File: config.mk
export PLATFORM = sky130hd
export DESIGN_NAME = bar_xlate
export DESIGN_NICKNAME = d
export VERILOG_FILES = /design/src/rtl/bar_xlate_pkg.sv /design/src/rtl/bar_rst_sync.sv /design/src/rtl/bar_win_regs.sv /design/src/rtl/bar_decode.sv /design/src/rtl/bar_acc_stage.sv /design/src/rtl/bar_xlate.sv
export SDC_FILE = /design/constraint.sdc
export NUM_CORES = 1
export LEC_CHECK = 0
export BUFFER_PORTS_ARGS = -buffer_cell sky130_fd_sc_hd__buf_2
export CORE_MARGIN = 2
export CORE_UTILIZATION = 52
export DETAILED_ROUTE_END_ITERATION = 12
export GPL_TIMING_DRIVEN = 1
export PLACE_DENSITY = 0.84
export SLEW_MARGIN = 20
export SYNTH_ARGS = -nofsm -noshare
export SYNTH_HDL_FRONTEND = slang
export SYNTH_SLANG_ARGS = --single-unit
File: constraint.sdc
create_clock -name clk -period 9.9 [get_ports clk]
set_input_delay 1.98 -clock clk [delete_from_list [all_inputs] [get_ports clk]]
set_output_delay 1.98 -clock clk [all_outputs]
set_load 0.05 [all_outputs]
File: src/rtl/bar_xlate_pkg.sv
package bar_xlate_pkg;

  // Target select encoding, seen on acc_sel
  typedef enum logic [1:0] {
    TGT_BPLANE = 2'd0,
    TGT_PROM   = 2'd1,
    TGT_HOST   = 2'd2,
    TGT_COMMON = 2'd3
  } tgt_e;

  // Layout codes
  localparam logic [1:0] LAY_SMALL = 2'd0;  // 8 KB, split fixed region
  localparam logic [1:0] LAY_PROM  = 2'd1;  // 16 KB, one sliding window
  // codes 2 and 3: 16 KB, two sliding windows

  localparam int PAGE_BITS = 12;            // 4 KB region size
  localparam int APT_BITS  = 14;            // 16 KB largest aperture

  typedef struct packed {
    logic                 hit;
    tgt_e                 sel;
    logic                 use_win1;
    logic [PAGE_BITS-1:0] lofs;
  } dec_t;

endpackage

File: src/rtl/bar_rst_sync.sv
module bar_rst_sync (
  input  logic clk,
  input  logic rst_n,
  output logic rst_s_n
);

  logic [1:0] sync_q;
  logic [1:0] sync_d;

  always_comb begin
    sync_d = {sync_q[0], 1'b1};
  end

  always_ff @(posedge clk or negedge rst_n) begin
    if (!rst_n) sync_q <= 2'b00;
    else        sync_q <= sync_d;
  end

  assign rst_s_n = sync_q[1];

endmodule

File: src/rtl/bar_win_regs.sv
module bar_win_regs #(
  parameter int AW    = 32,
  parameter int NWIN  = 2,
  parameter int SEL_W = (NWIN > 1) ? $clog2(NWIN) : 1
) (
  input  logic                      clk,
  input  logic                      rst_n,
  input  logic                      cfg_we,
  input  logic [SEL_W-1:0]          cfg_sel,
  input  logic [AW-1:0]             cfg_wdata,
  output logic [NWIN-1:0][AW-1:0]   win_q,
  output logic [AW-1:0]             cfg_rdata
);

  for (genvar g = 0; g < NWIN; g++) begin : g_win
    logic          en;
    logic [AW-1:0] base_d;
    logic [AW-1:0] base_q;

    assign en = cfg_we && (cfg_sel == SEL_W'(g));

    always_comb begin
      base_d = base_q;
      if (en) base_d = cfg_wdata;
    end

    always_ff @(posedge clk or negedge rst_n) begin
      if (!rst_n) base_q <= '0;
      else        base_q <= base_d;
    end

    assign win_q[g] = base_q;
  end

  assign cfg_rdata = win_q[cfg_sel];

endmodule

File: src/rtl/bar_decode.sv
module bar_decode
  import bar_xlate_pkg::*;
#(
  parameter int OFS_W = 14   // must be at least APT_BITS
) (
  input  logic [1:0]       layout_sel,
  input  logic [OFS_W-1:0] host_ofs,
  output dec_t             dec
);

  logic                 above;
  logic [1:0]           region;
  logic [PAGE_BITS-1:0] lo;

  if (OFS_W > APT_BITS) begin : g_wide
    assign above = |host_ofs[OFS_W-1:APT_BITS];
  end else begin : g_exact
    assign above = 1'b0;
  end

  assign region = host_ofs[APT_BITS-1:PAGE_BITS];
  assign lo     = host_ofs[PAGE_BITS-1:0];

  always_comb begin
    dec.hit      = 1'b0;
    dec.sel      = TGT_BPLANE;
    dec.use_win1 = 1'b0;
    dec.lofs     = lo;
    if (!above) begin
      case (region)
        2'd0: dec.hit = 1'b1;
        2'd1: begin
          dec.hit = 1'b1;
          case (layout_sel)
            LAY_SMALL: begin
              if (!lo[11]) begin
                dec.sel  = TGT_PROM;
                dec.lofs = {1'b0, lo[10:0]};
              end else begin
                // lower 1 KB -> core 0x000, upper 1 KB -> core 0xC00
                dec.sel  = TGT_HOST;
                dec.lofs = {lo[10], lo[10], lo[9:0]};
              end
            end
            LAY_PROM: dec.sel = TGT_PROM;
            default:  dec.use_win1 = 1'b1;
          endcase
        end
        2'd2: begin
          dec.hit = (layout_sel != LAY_SMALL);
          dec.sel = TGT_HOST;
        end
        default: begin
          dec.hit = (layout_sel != LAY_SMALL);
          dec.sel = TGT_COMMON;
        end
      endcase
    end
  end

endmodule

File: src/rtl/bar_acc_stage.sv
module bar_acc_stage
  import bar_xlate_pkg::*;
#(
  parameter int AW = 32,
  parameter int DW = 32
) (
  input  logic          clk,
  input  logic          rst_n,
  input  logic          host_rd,
  input  logic          host_wr,
  input  dec_t          dec,
  input  logic [AW-1:0] win0,
  input  logic [AW-1:0] win1,
  input  logic [DW-1:0] host_wdata,
  output logic          acc_vld,
  output logic          acc_we,
  output logic          acc_re,
  output logic [1:0]    acc_sel,
  output logic [AW-1:0] acc_addr,
  output logic [DW-1:0] acc_wdata,
  output logic          rd_miss
);

  localparam int HI_W = AW - PAGE_BITS;

  logic          strobe;
  logic          vld_d, we_d, re_d, miss_d;
  logic [AW-1:0] base;
  logic [AW-1:0] addr_d;

  assign strobe = host_rd | host_wr;

  always_comb begin
    vld_d  = strobe & dec.hit;
    we_d   = host_wr & dec.hit;
    re_d   = host_rd & ~host_wr & dec.hit;
    miss_d = host_rd & ~host_wr & ~dec.hit;
    base   = dec.use_win1 ? win1 : win0;
    if (dec.sel == TGT_BPLANE) addr_d = {base[AW-1:PAGE_BITS], dec.lofs};
    else                       addr_d = {{HI_W{1'b0}}, dec.lofs};
  end

  always_ff @(posedge clk or negedge rst_n) begin
    if (!rst_n) begin
      acc_vld <= 1'b0;
      acc_we  <= 1'b0;
      acc_re  <= 1'b0;
      rd_miss <= 1'b0;
    end else begin
      acc_vld <= vld_d;
      acc_we  <= we_d;
      acc_re  <= re_d;
      rd_miss <= miss_d;
    end
  end

  always_ff @(posedge clk or negedge rst_n) begin
    if (!rst_n) begin
      acc_sel   <= 2'd0;
      acc_addr  <= '0;
      acc_wdata <= '0;
    end else if (strobe) begin
      acc_sel   <= dec.sel;
      acc_addr  <= addr_d;
      acc_wdata <= host_wdata;
    end
  end

endmodule

File: src/rtl/bar_xlate.sv
module bar_xlate
  import bar_xlate_pkg::*;
#(
  parameter int OFS_W = 14,
  parameter int AW    = 32,
  parameter int DW    = 32
) (
  input  logic             clk,
  input  logic             rst_n,
  input  logic [1:0]       layout_sel,
  input  logic [OFS_W-1:0] host_ofs,
  input  logic             host_rd,
  input  logic             host_wr,
  input  logic [DW-1:0]    host_wdata,
  output logic [DW-1:0]    host_rdata,
  input  logic             cfg_we,
  input  logic             cfg_sel,
  input  logic [AW-1:0]    cfg_wdata,
  output logic [AW-1:0]    cfg_rdata,
  input  logic [DW-1:0]    tgt_rdata,
  output logic             acc_vld,
  output logic             acc_we,
  output logic             acc_re,
  output logic [1:0]       acc_sel,
  output logic [AW-1:0]    acc_addr,
  output logic [DW-1:0]    acc_wdata
);

  localparam int NWIN = 2;

  logic                  rst_s_n;
  logic [NWIN-1:0][AW-1:0] win_q;
  logic [AW-1:0]         win0_w;
  logic [AW-1:0]         win1_w;
  dec_t                  dec;
  logic                  rd_miss;

  bar_rst_sync u_rst (
    .clk     (clk),
    .rst_n   (rst_n),
    .rst_s_n (rst_s_n)
  );

  bar_win_regs #(.AW(AW), .NWIN(NWIN)) u_win (
    .clk       (clk),
    .rst_n     (rst_s_n),
    .cfg_we    (cfg_we),
    .cfg_sel   (cfg_sel),
    .cfg_wdata (cfg_wdata),
    .win_q     (win_q),
    .cfg_rdata (cfg_rdata)
  );

  assign win0_w = win_q[0];
  assign win1_w = win_q[1];

  bar_decode #(.OFS_W(OFS_W)) u_dec (
    .layout_sel (layout_sel),
    .host_ofs   (host_ofs),
    .dec        (dec)
  );

  bar_acc_stage #(.AW(AW), .DW(DW)) u_acc (
    .clk        (clk),
    .rst_n      (rst_s_n),
    .host_rd    (host_rd),
    .host_wr    (host_wr),
    .dec        (dec),
    .win0       (win0_w),
    .win1       (win1_w),
    .host_wdata (host_wdata),
    .acc_vld    (acc_vld),
    .acc_we     (acc_we),
    .acc_re     (acc_re),
    .acc_sel    (acc_sel),
    .acc_addr   (acc_addr),
    .acc_wdata  (acc_wdata),
    .rd_miss    (rd_miss)
  );

  assign host_rdata = rd_miss ? {DW{1'b1}} : tgt_rdata;

endmodule

After elaboration in Yosys (flattened, before gate mapping) --
Cells that the tools add are included.
Word-level totals: output and inout port bits 133, logic and storage cells 44, input bits 118, flip-flop bits (word level) 136
Operators by class: reductions and logical operators 8, muxes and demuxes 13, equal/unequal tests 3, order comparisons 1, bitwise gates (word level) 9
Operators by type and width (number):
- 32-bit 2-to-1 mux | 5
- 12-bit 2-to-1 mux | 2
- 13-bit 2-to-1 mux | 1
- 2-bit logical NOT | 3
- 2-bit one-hot mux with 3 select lines | 1
- 1-bit bitwise AND | 5
- 2-bit by 1-bit equality test with 1-bit output, second input constant | 2
- 2-bit one-hot mux with 2 select lines | 1
- 2-bit OR reduction | 2
- 1-bit NOT | 3
- 2-bit equality test, second input constant | 1
- 1-bit logical AND | 2
- 1-bit by 2-bit less-than comparator with 1-bit output, second input constant | 1
- 1-bit 2-to-1 mux | 2
- 2-bit 2-to-1 mux | 1
- 2-bit nonzero test | 1
- 1-bit bitwise OR | 1

Depth between registers and ports, before layout --
Gate-level depths: netlist of run 1.
word-level depth 6, gate-level depth with buffers 6, depth with buffers taken out 3

By module --
A second synthesis of run 1 with hierarchy kept.
Second synthesis, totals: cells, all modules 428, area, all modules 6165.9 um^2
By module, submodules not included:
- bar_acc_stage | sequential area each 1751.7 um^2, area each 2959.1 um^2, times used 1, cells an instance 197
- bar_win_regs | sequential area each 1601.5 um^2, area each 2776.4 um^2, times used 1, cells an instance 173
- bar_xlate | sequential area each 0.0 um^2, area each 234.0 um^2, times used 1, cells an instance 35
- bar_decode | sequential area each 0.0 um^2, area each 142.6 um^2, times used 1, cells an instance 20
- bar_rst_sync | sequential area each 50.0 um^2, area each 53.8 um^2, times used 1, cells an instance 3

Worst setup path after synthesis of run 1 --
OpenSTA, ideal clock, no wires.
path type input -> output, from in cfg_sel, to out cfg_rdata[10], slack 5.120 ns, data required time 7.920 ns, path buffers 2, cell stages on the path 3, arrival 2.800 ns, path through buf_2 -> buf_2 -> mux2_2
Between the ends: word-level cells in the longest chain between the ends 2
Ends and longest elaborated chain:
- start, declared | line bar_xlate.sv:17 | input logic cfg_sel,
- 32-bit 2-to-1 mux (implied by the code) (2 in a row) | line bar_win_regs.sv:35 | assign cfg_rdata = win_q[cfg_sel];
- end, declared | line bar_xlate.sv:19 | output logic [AW-1:0] cfg_rdata,
No other way between the ends. The select of a mux whose other input is x is not followed.

Worst setup path in the final report of run 1 --
from in cfg_sel, to out cfg_rdata[29]
The elaborated chain is that of the path after synthesis.

==> impl_metrics.ini, run 1 <==
[timing]
layout_min_cycle_time_ps = 5250
setup_tns_ps = 0
finalSetupViolCount = 0
timing.hold.ws_ps = 378
grt_setup_unrepaired = no
fmax_mhz = 190
min_period_over_period_pct = 53.1
finClkSkew_ps = 6.13
hold_viol = 0
worst_slew_pin_slew_ps = 1140
finalWorstSetupSlack_ps = 4650
slew_violations = 0
maxSlewHeadroom_pct = 24.3

[cells_and_area]
layout_commonest_cell = buf_2
nets = 895
final_area_mm2 = 0.00798
final_cell_mix = buf_2 (250), nand2_1 (155), dfrtp_1 (135)
drive_gt1_share_pct = 52.5
final_core_util_pct = 70.2
area_delta_synth_final_pct = 32.2

[pwr]
clkPwrFrac_pct = 38.0
p_sw_uw = 592
ir_drop_mv = 0.169
internal_power_uw = 1210
p_per_area_mw_per_mm2 = 226
combPwrFrac_pct = 24.7
p_seq_share_pct = 37.3
p_leak_uw = 0.00421
sw_frac_of_total_pct = 32.9

[clocking]
cts_buffers = 17
hold_buffers = 0
cts_root_buffer = clkbuf_16
ctsLongestPathBuffers = 2
cts_sinks = 136
htree_levels = 4
cts_resized = 0
clkTransAtPathRegs_ps = 60
cts_tree = yes
clk_latency_ps = 420
cts_setup_buffers = 0

[global_route]
grt_max_degree = 72
grt.total_usage_pct = 27.4
grt.overflow.total = 0
grt_pass1_wl_um = 26700
antenna_found_initial = 4
first_global_vias = 5135

[setup_path]
critPathKind = in -> out
startpoint = cfg_sel
r2r-end = u_acc.rd_miss$_DFF_PN0_
r2r_start = u_rst.sync_q[1]$_DFF_PN0_
cp-start-kind = input pin
arrival_ps = 3270
cp-end-kind = output port
worst-path-max-fanout = 34
cp.required_ps = 7920
crit_path_end = cfg_rdata[29]
reg2reg_depth = 1
rrSetupSlack_ps = 8060

[route]
avgViaCountPerCell = 5.30
drtIter0Drc = 362
wl_um = 16700
drc = 0
vias = 4968
ant_nets = 0
wl_per_cell_um = 17.9
dr.pass1.iters = 4

[die]
ios = 251
die_width_um = 112
initial_core_util_pct = 53.1
die_h_um = 112
fp-row-count = 39
core-area_mm2 = 0.0114
die_area_mm2 = 0.0125

[logic_synthesis]
synth.net_count = 656
synth_seq_cells = 136
yosys_warnings = 0
synthCells = 538
ys_seq_area_share_pct = 56.4
syn_area_mm2 = 0.00604
synth_cell_type_count = 25
synth_area_per_cell_um2 = 11.2

[place]
dp_hpwl_um = 11900
portBuffers = 250
dp_slack_ps = 4650
gp_congestion = 0.902
placed_area_mm2 = 0.00733

[worst_hold_path]
min-delay-path-class = reg -> reg
whs_path_depth = 0

[job]
cap_violations = 0

[run_status]
status = complete, no violations
==> state kept, by name (all words and copies together), names as in the netlist <==
signal	count
u_acc.acc_sel	2
u_win.g_win.base_q	64
u_rst.sync_q	2
u_acc.rd_miss	1
u_acc.acc_re	1
u_acc.acc_vld	1
u_acc.acc_addr	32
u_acc.acc_we	1
u_acc.acc_wdata	32
==> cell type report <==
class | instances | area (µm²)
antenna | 4 | 10.0
clock buffer | 21 | 480
clock inverter | 11 | 168
fill | 827 | 3390
inverter | 1 | 3.75
multi-input combinational | 366 | 2450
sequential | 136 | 3410
tap | 143 | 179
timing repair buffer | 255 | 1290
==> power groups by stage <==
stage	Combinational (µW)	Clock, µW	Sequential (µW)
after detailed placement	446	0	679
after floorplan	244	0	764
final	445	684	671
after CTS	448	690	671
after global routing	469	717	680
after global placement	437	0	676
==> critical path, stage by stage <==
cell and delay [ps]:
buf_2 640, mux2_2 430, buf_2 210
==> synthesized netlist by cell type, drive strengths merged <==
| library cell | instances | area, µm² |
|---|---|---|
| a21oi | 24 | 120 |
| a211oi | 20 | 150 |
| and3 | 1 | 6.26 |
| nand2 | 155 | 582 |
| a31oi | 1 | 6.26 |
| and3b | 1 | 10.0 |
| conb | 1 | 3.75 |
| mux2 | 96 | 1190 |
| inv | 1 | 3.75 |
| o21ai | 2 | 10.0 |
| o21a | 1 | 7.51 |
| and2 | 1 | 6.26 |
| nor2 | 25 | 93.8 |
| nand2b | 2 | 12.5 |
| or2 | 33 | 206 |
| buf | 28 | 176 |
| clkbuf | 7 | 26.3 |
| dfrtp | 136 | 3400 |
| nor2b | 2 | 12.5 |
| nand3b | 1 | 7.51 |
==> cells by family after synthesis <==
kind of cell	Yosys count	share of synthesized area (%)
and+or+nand+nor	221	15.5
DFF	136	56.4
muxes	96	19.8
AOI/OAI and AO/OA	48	4.87
buffers and inverters	36	3.42
other	1	0.0621
==> worst min-delay path by stage <==
stage | slack (ps) | to | startpoint
floorplan | 330 | u_rst.sync_q[1]$_DFF_PN0_ | u_rst.sync_q[0]$_DFF_PN0_
global placement | 340 | u_rst.sync_q[1]$_DFF_PN0_ | u_rst.sync_q[0]$_DFF_PN0_
detailed placement | 350 | u_rst.sync_q[1]$_DFF_PN0_ | u_rst.sync_q[0]$_DFF_PN0_
CTS | 380 | u_rst.sync_q[1]$_DFF_PN0_ | u_rst.sync_q[0]$_DFF_PN0_
global route | 380 | u_rst.sync_q[1]$_DFF_PN0_ | u_rst.sync_q[0]$_DFF_PN0_
finish | 380 | u_rst.sync_q[1]$_DFF_PN0_ | u_rst.sync_q[0]$_DFF_PN0_
==> per-stage QoR <==
stage	total power, µW	std cells
finish	1800	937
global route	1870	937
CTS	1810	933
detailed placement	1130	901
global placement	1110	901
floorplan	1010	538
==> layer usage <==
layer	up-vias	track usage, %	share of wire, %
met2	233	46.8	51
met1	2442	32.2	39
li1	2261	-	-
met3	32	8.22	7.0
met5	-	0	0
met4	0	11.9	2.5
Note: power is estimated with default switching activity, not from simulation.
==> run 2, diff against run 1 <==
--- a/config.mk
+++ b/config.mk
@@ -7,10 +7,10 @@
 export LEC_CHECK = 0
 export BUFFER_PORTS_ARGS = -buffer_cell sky130_fd_sc_hd__buf_2
 export CORE_MARGIN = 2
-export CORE_UTILIZATION = 52
+export CORE_UTILIZATION = 48
 export DETAILED_ROUTE_END_ITERATION = 12
 export GPL_TIMING_DRIVEN = 1
-export PLACE_DENSITY = 0.84
+export PLACE_DENSITY = 0.78
 export SLEW_MARGIN = 20
 export SYNTH_ARGS = -nofsm -noshare
 export SYNTH_HDL_FRONTEND = slang
==> constraint.sdc (replaced) <==
create_clock -name clk -period 5.4 [get_ports clk]
set_input_delay 1.08 -clock clk [delete_from_list [all_inputs] [get_ports clk]]
set_output_delay 1.08 -clock clk [all_outputs]
set_load 0.05 [all_outputs]
==> impl_metrics.ini, run 2 (synthesized netlist as in run 1, its figures left out) <==
[setup_path]
rrSetupSlack_ps = 4040
max_stage_delay_ps = 630
r2r-end = u_acc.acc_addr[4]$_DFFE_PN0P_
path_common_cell = buf_2
crit_chain = buf_2 > mux2_2 > buf_2
worst-path-max-fanout = 34
critPathKind = in -> out
arrival_ps = 2360
cp_top_family = buffers and inverters
critical-path-slowest-cell = buf_2
r2r_start = u_rst.sync_q[1]$_DFF_PN0_
reg2reg_depth = 1
cp-start-kind = input pin
crit_path_end = cfg_rdata[2]
cp-end-kind = output port
worstPathBufferInverterCount = 2
cp.required_ps = 4320
crit_cells = 3
startpoint = cfg_sel

[die]
die_width_um = 116
fp-row-count = 40
ios = 251
die_area_mm2 = 0.0135
initial_core_util_pct = 49.7
core-area_mm2 = 0.0122
die_h_um = 116

[timing]
finalWorstSetupSlack_ps = 1960
slew_violations = 0
min_period_over_period_pct = 63.8
setup_tns_ps = 0
timing.hold.ws_ps = 272
finalSetupViolCount = 0
layout_min_cycle_time_ps = 3440
grt_setup_unrepaired = no
maxSlewHeadroom_pct = 30.0
fmax_mhz = 290
hold_viol = 0
worst_slew_pin_slew_ps = 1050
finClkSkew_ps = 3.04

[route]
dr.pass1.iters = 4
drc = 0
vias = 4888
drtIter0Drc = 267
avgViaCountPerCell = 5.06
ant_nets = 0
wl_per_cell_um = 17.1
wl_um = 16500

[global_route]
grt.total_usage_pct = 24.7
first_global_vias = 4857
grt_max_degree = 79
grt_pass1_wl_um = 25000
grt.overflow.total = 0
antenna_found_initial = 7

[pwr]
p_leak_uw = 0.00419
ir_drop_mv = 0.235
p_per_area_mw_per_mm2 = 400

[cells_and_area]
reg_top3 = u_win.g_win.base_q x64, u_acc.acc_addr x32, u_acc.acc_wdata x32
final_area_mm2 = 0.00799
nets = 896
regMostFlops = u_win.g_win.base_q
area_delta_synth_final_pct = 32.3
largest_register_ffs = 64
drive_gt1_share_pct = 52.3
final_cell_mix = buf_2 (250), nand2_1 (155), dfrtp_1 (135)
layout_commonest_cell = buf_2

[place]
dp_slack_ps = 1970
portBuffers = 250
gp_congestion = 0.909
dp_hpwl_um = 11800
placed_area_mm2 = 0.00736

[clocking]
cts_root_buffer = clkbuf_16
cts_resized = 0
ctsLongestPathBuffers = 2
clk_latency_ps = 410
hold_buffers = 0
cts_sinks = 136
htree_levels = 4
cts_setup_buffers = 0
cts_buffers = 17
cts_tree = yes
clkTransAtPathRegs_ps = 60

[run_status]
status = complete, no violations

[job]
cap_violations = 0

[worst_hold_path]
min-delay-path-class = reg -> async
[run 2: per-layer routing]
layer / routed length (µm) / up-vias / global-route usage, %
li1: - / 2265 / -
met1: 6410 / 2366 / 28.3
met2: 8100 / 210 / 40.7
met3: 1280 / 47 / 7.63
met4: 736 / 0 / 15.1
met5: 0 / - / 0
[run 2: cell type report]
type / count / area (µm²)
Tap cell: 168 / 210
Fill cell: 953 / 4170
Inverter: 1 / 3.75
Timing Repair Buffer: 256 / 1320
Multi-Input combinational cell: 366 / 2450
Sequential cell: 136 / 3410
Clock buffer: 19 / 433
Clock inverter: 13 / 154
Antenna cell: 7 / 17.5
[run 2: worst min path at each step]
stage               slack (ps)                               endpoint  cells past startpoint                       from
global placement           340              u_rst.sync_q[1]$_DFF_PN0_                      0  u_rst.sync_q[0]$_DFF_PN0_
CTS                        370              u_rst.sync_q[1]$_DFF_PN0_                      0  u_rst.sync_q[0]$_DFF_PN0_
finish                     270  u_win.g_win[1].base_q[14]$_DFFE_PN0P_                      0  u_rst.sync_q[1]$_DFF_PN0_
global route               300  u_win.g_win[0].base_q[14]$_DFFE_PN0P_                      0  u_rst.sync_q[1]$_DFF_PN0_
floorplan                  330              u_rst.sync_q[1]$_DFF_PN0_                      0  u_rst.sync_q[0]$_DFF_PN0_
detailed placement         360              u_rst.sync_q[1]$_DFF_PN0_                      0  u_rst.sync_q[0]$_DFF_PN0_
[run 2: through the flow]
| step | power (µW) | utilization (%) | std cells |
|---|---|---|---|
| 6_report | 3200 | 65.7 | 966 |
| 5_1_grt | 3330 | 65.7 | 966 |
| 4_1_cts | 3220 | 65.3 | 958 |
| 3_5_place_dp | 2060 | 60.5 | 926 |
| 3_3_place_gp | 2040 | 60.5 | 926 |
| 2_1_floorplan | 1850 | - | 538 |
[run 2: power breakdown]
| group | total [µW] | switching (µW) | internal, µW | leakage (µW) |
|---|---|---|---|---|
| combinational | 821 | 566 | 256 | 0.00228 |
| sequential | 1220 | 84.0 | 1140 | 0.00163 |
| clock | 1150 | 430 | 722 | 0.000279 |
| total | 3200 | 1080 | 2120 | 0.00419 |
==> run 3, diff against run 2 <==
--- a/config.mk
+++ b/config.mk
@@ -5,6 +5,7 @@
 export SDC_FILE = /design/constraint.sdc
 export NUM_CORES = 1
 export LEC_CHECK = 0
+export ABC_AREA = 1
 export BUFFER_PORTS_ARGS = -buffer_cell sky130_fd_sc_hd__buf_2
 export CORE_MARGIN = 2
 export CORE_UTILIZATION = 48
==> constraint.sdc (replaced) <==
create_clock -name clk -period 3.3 [get_ports clk]
set_input_delay 0.66 -clock clk [delete_from_list [all_inputs] [get_ports clk]]
set_output_delay 0.66 -clock clk [all_outputs]
set_load 0.05 [all_outputs]
==> impl_metrics.ini, run 3 <==
[cells_and_area]
largest_register_ffs = 64
final_core_util_pct = 65.8
layout_commonest_cell = nand2_1
final_cell_mix = nand2_1 (378), buf_2 (250), dfrtp_1 (135)
regMostFlops = u_win.g_win.base_q
area_delta_synth_final_pct = 32.2
reg_top3 = u_win.g_win.base_q x64, u_acc.acc_addr x32, u_acc.acc_wdata x32
drive_gt1_share_pct = 33.2
nets = 1105

[pwr]
p_per_area_mw_per_mm2 = 620
clkPwrFrac_pct = 37.0
sw_frac_of_total_pct = 33.3
combPwrFrac_pct = 23.3
p_seq_share_pct = 39.7
p_sw_uw = 1640
p_leak_uw = 0.00466
ir_drop_mv = 0.331
internal_power_uw = 3300

[clocking]
cts_tree = yes
cts_root_buffer = clkbuf_16
cts_resized = 0
htree_levels = 4
clk_latency_ps = 410
ctsLongestPathBuffers = 2
cts_setup_buffers = 0
cts_buffers = 17
clkTransAtPathRegs_ps = 50
hold_buffers = 0
cts_sinks = 136

[route]
wl_met1_um = 6580
drtIter0Drc = 355
route.met3.wl_um = 1100
avgViaCountPerCell = 4.82
dr.pass1.iters = 7
wl_met2_um = 8470
wl_per_cell_um = 14.2
ant_nets = 0
vias = 5653
wl_um = 16600
drc = 0
highest_layer = met5

[timing]
setup_tns_ps = 0
min_period_over_period_pct = 70.2
hold_viol = 0
finalSetupViolCount = 0
finalWorstSetupSlack_ps = 983
slew_violations = 0
grt_setup_unrepaired = no
maxSlewHeadroom_pct = 52.3
layout_min_cycle_time_ps = 2320
fmax_mhz = 432
worst_slew_pin_slew_ps = 715
finClkSkew_ps = 6.21

[die]
die_area_mm2 = 0.0135
ios = 251
die_h_um = 116
die_width_um = 116
core-area_mm2 = 0.0121
fp-row-count = 40
initial_core_util_pct = 49.8

[place]
gp_congestion = 0.840
dp_slack_ps = 965
dp_hpwl_um = 11900
portBuffers = 250

[logic_synthesis]
synth_compound_area_share_pct = 5.56
synth_most_common_cell = nand2_1
synth_area_leaders = dfrtp_1 (56%), nand2_1 (24%), o21ai_1 (5.4%)
synthXorXnorAreaFrac_pct = 0
synth_top_family_by_area = simple AND/OR/NAND/NOR gates
synth.net_count = 872
synth.area.mux_share_pct = 0
synth_top_cell_by_area = dfrtp_1
async_flop_share_pct = 100
synthTopCellsByCount = nand2_1 (379), dfrtp_1 (136), o21ai_1 (65)
yosysTopAreaCellShare_pct = 56.5
synth_area_per_cell_um2 = 8.00
syn_area_mm2 = 0.00603
ys_seq_area_share_pct = 56.5
ys.flop_type = dfrtp_1
synth_cell_type_count = 19
yosys_warnings = 0
yosys.area_share.adder_pct = 0
yosys.area_share.simple_pct = 31.7
synth_seq_cells = 136
synthCells = 754
synth_enable_flop_cells = 0

[global_route]
grt_pass1_wl_um = 25200
grt_max_degree = 102
grt.overflow.total = 0
first_global_vias = 5111
antenna_found_initial = 5
grt.total_usage_pct = 24.5

[setup_path]
worst-path-max-fanout = 33
cp-end-kind = output port
critical-path-slowest-cell = inv_2
worstPathBufferInverterCount = 3
r2r_start = u_rst.sync_q[1]$_DFF_PN0_
arrival_ps = 1660
startpoint = cfg_sel
cp-start-kind = input pin
cp_top_family = buffers and inverters
critPathKind = in -> out
max_stage_delay_ps = 410
crit_chain = buf_2 > inv_2 > nand2_1 > nand2_1 > buf_2
cp.required_ps = 2640

[job]
cap_violations = 0

[run_status]
status = complete, no violations

[worst_hold_path]
min-delay-path-class = in -> async
==> run 3: cell count changes after synthesis, moves of 30 or more <==
| cell | delta |
|---|---|
| o21ai_1 | +65 |
| mux2_4 | -30 |
| nand2_1 | +224 |
| inv_1 | +33 |
| mux2_2 | -60 |
==> run 3: final timing paths <==
kind / end / slack [ps] / cells after the start
max: cfg_rdata[22] / 980 / 5
min: u_rst.sync_q[1]$_DFF_PN0_ / 20 / 1
max reg2reg: u_acc.acc_addr[22]$_DFFE_PN0P_ / 2150 / 1
min reg2reg: u_acc.acc_addr[0]$_DFFE_PN0P_ / 270 / 0
max in group asynchronous: u_acc.acc_addr[22]$_DFFE_PN0P_ / 2150 / 1
min in group clk: u_rst.sync_q[1]$_DFF_PN0_ / 360 / 0
==> run 3: kinds of logic after synthesis <==
family | after synthesis
flip-flops | 136
buffers and inverters | 87
other | 1
AND/OR/NAND/NOR | 463
AO/OA/AOI/OAI | 67
==> run 3: layout make-up <==
cell class / instances / area (µm²)
fill: 1085 / 4140
sequential: 136 / 3410
multi-input combinational: 531 / 2250
timing repair buffer: 261 / 1360
clock buffer: 24 / 482
tap: 168 / 210
inverter: 40 / 150
clock inverter: 8 / 95.1
antenna: 4 / 10.0
==> run 3: stage by stage <==
step                      power (µW)  instance area, µm²  hold slack [ps]  instances
after floorplan                 2820                6030              331        754
after global placement          3130                7380              280       1136
after detailed placement        3140                7380              286       1136
after CTS                       4990                7960            0.751       1168
after global routing            5160                7970             6.62       1172
final                           4940                7970             23.3       1172
==> run 3: routing by layer <==
layer	vias to the layer above	global-route usage [%]
li1	2814	-
met1	2593	29.8
met2	209	41.6
met3	35	5.65
met4	2	11.6
met5	-	0
==> run 3: power groups by stage <==
stage               Sequential [µW]  Clock (µW)  Combinational, µW
floorplan                      2230           0                596
global placement               1990           0               1140
detailed placement             1990           0               1160
CTS                            1960        1870               1160
global route                   1980        1930               1240
finish                         1960        1830               1150
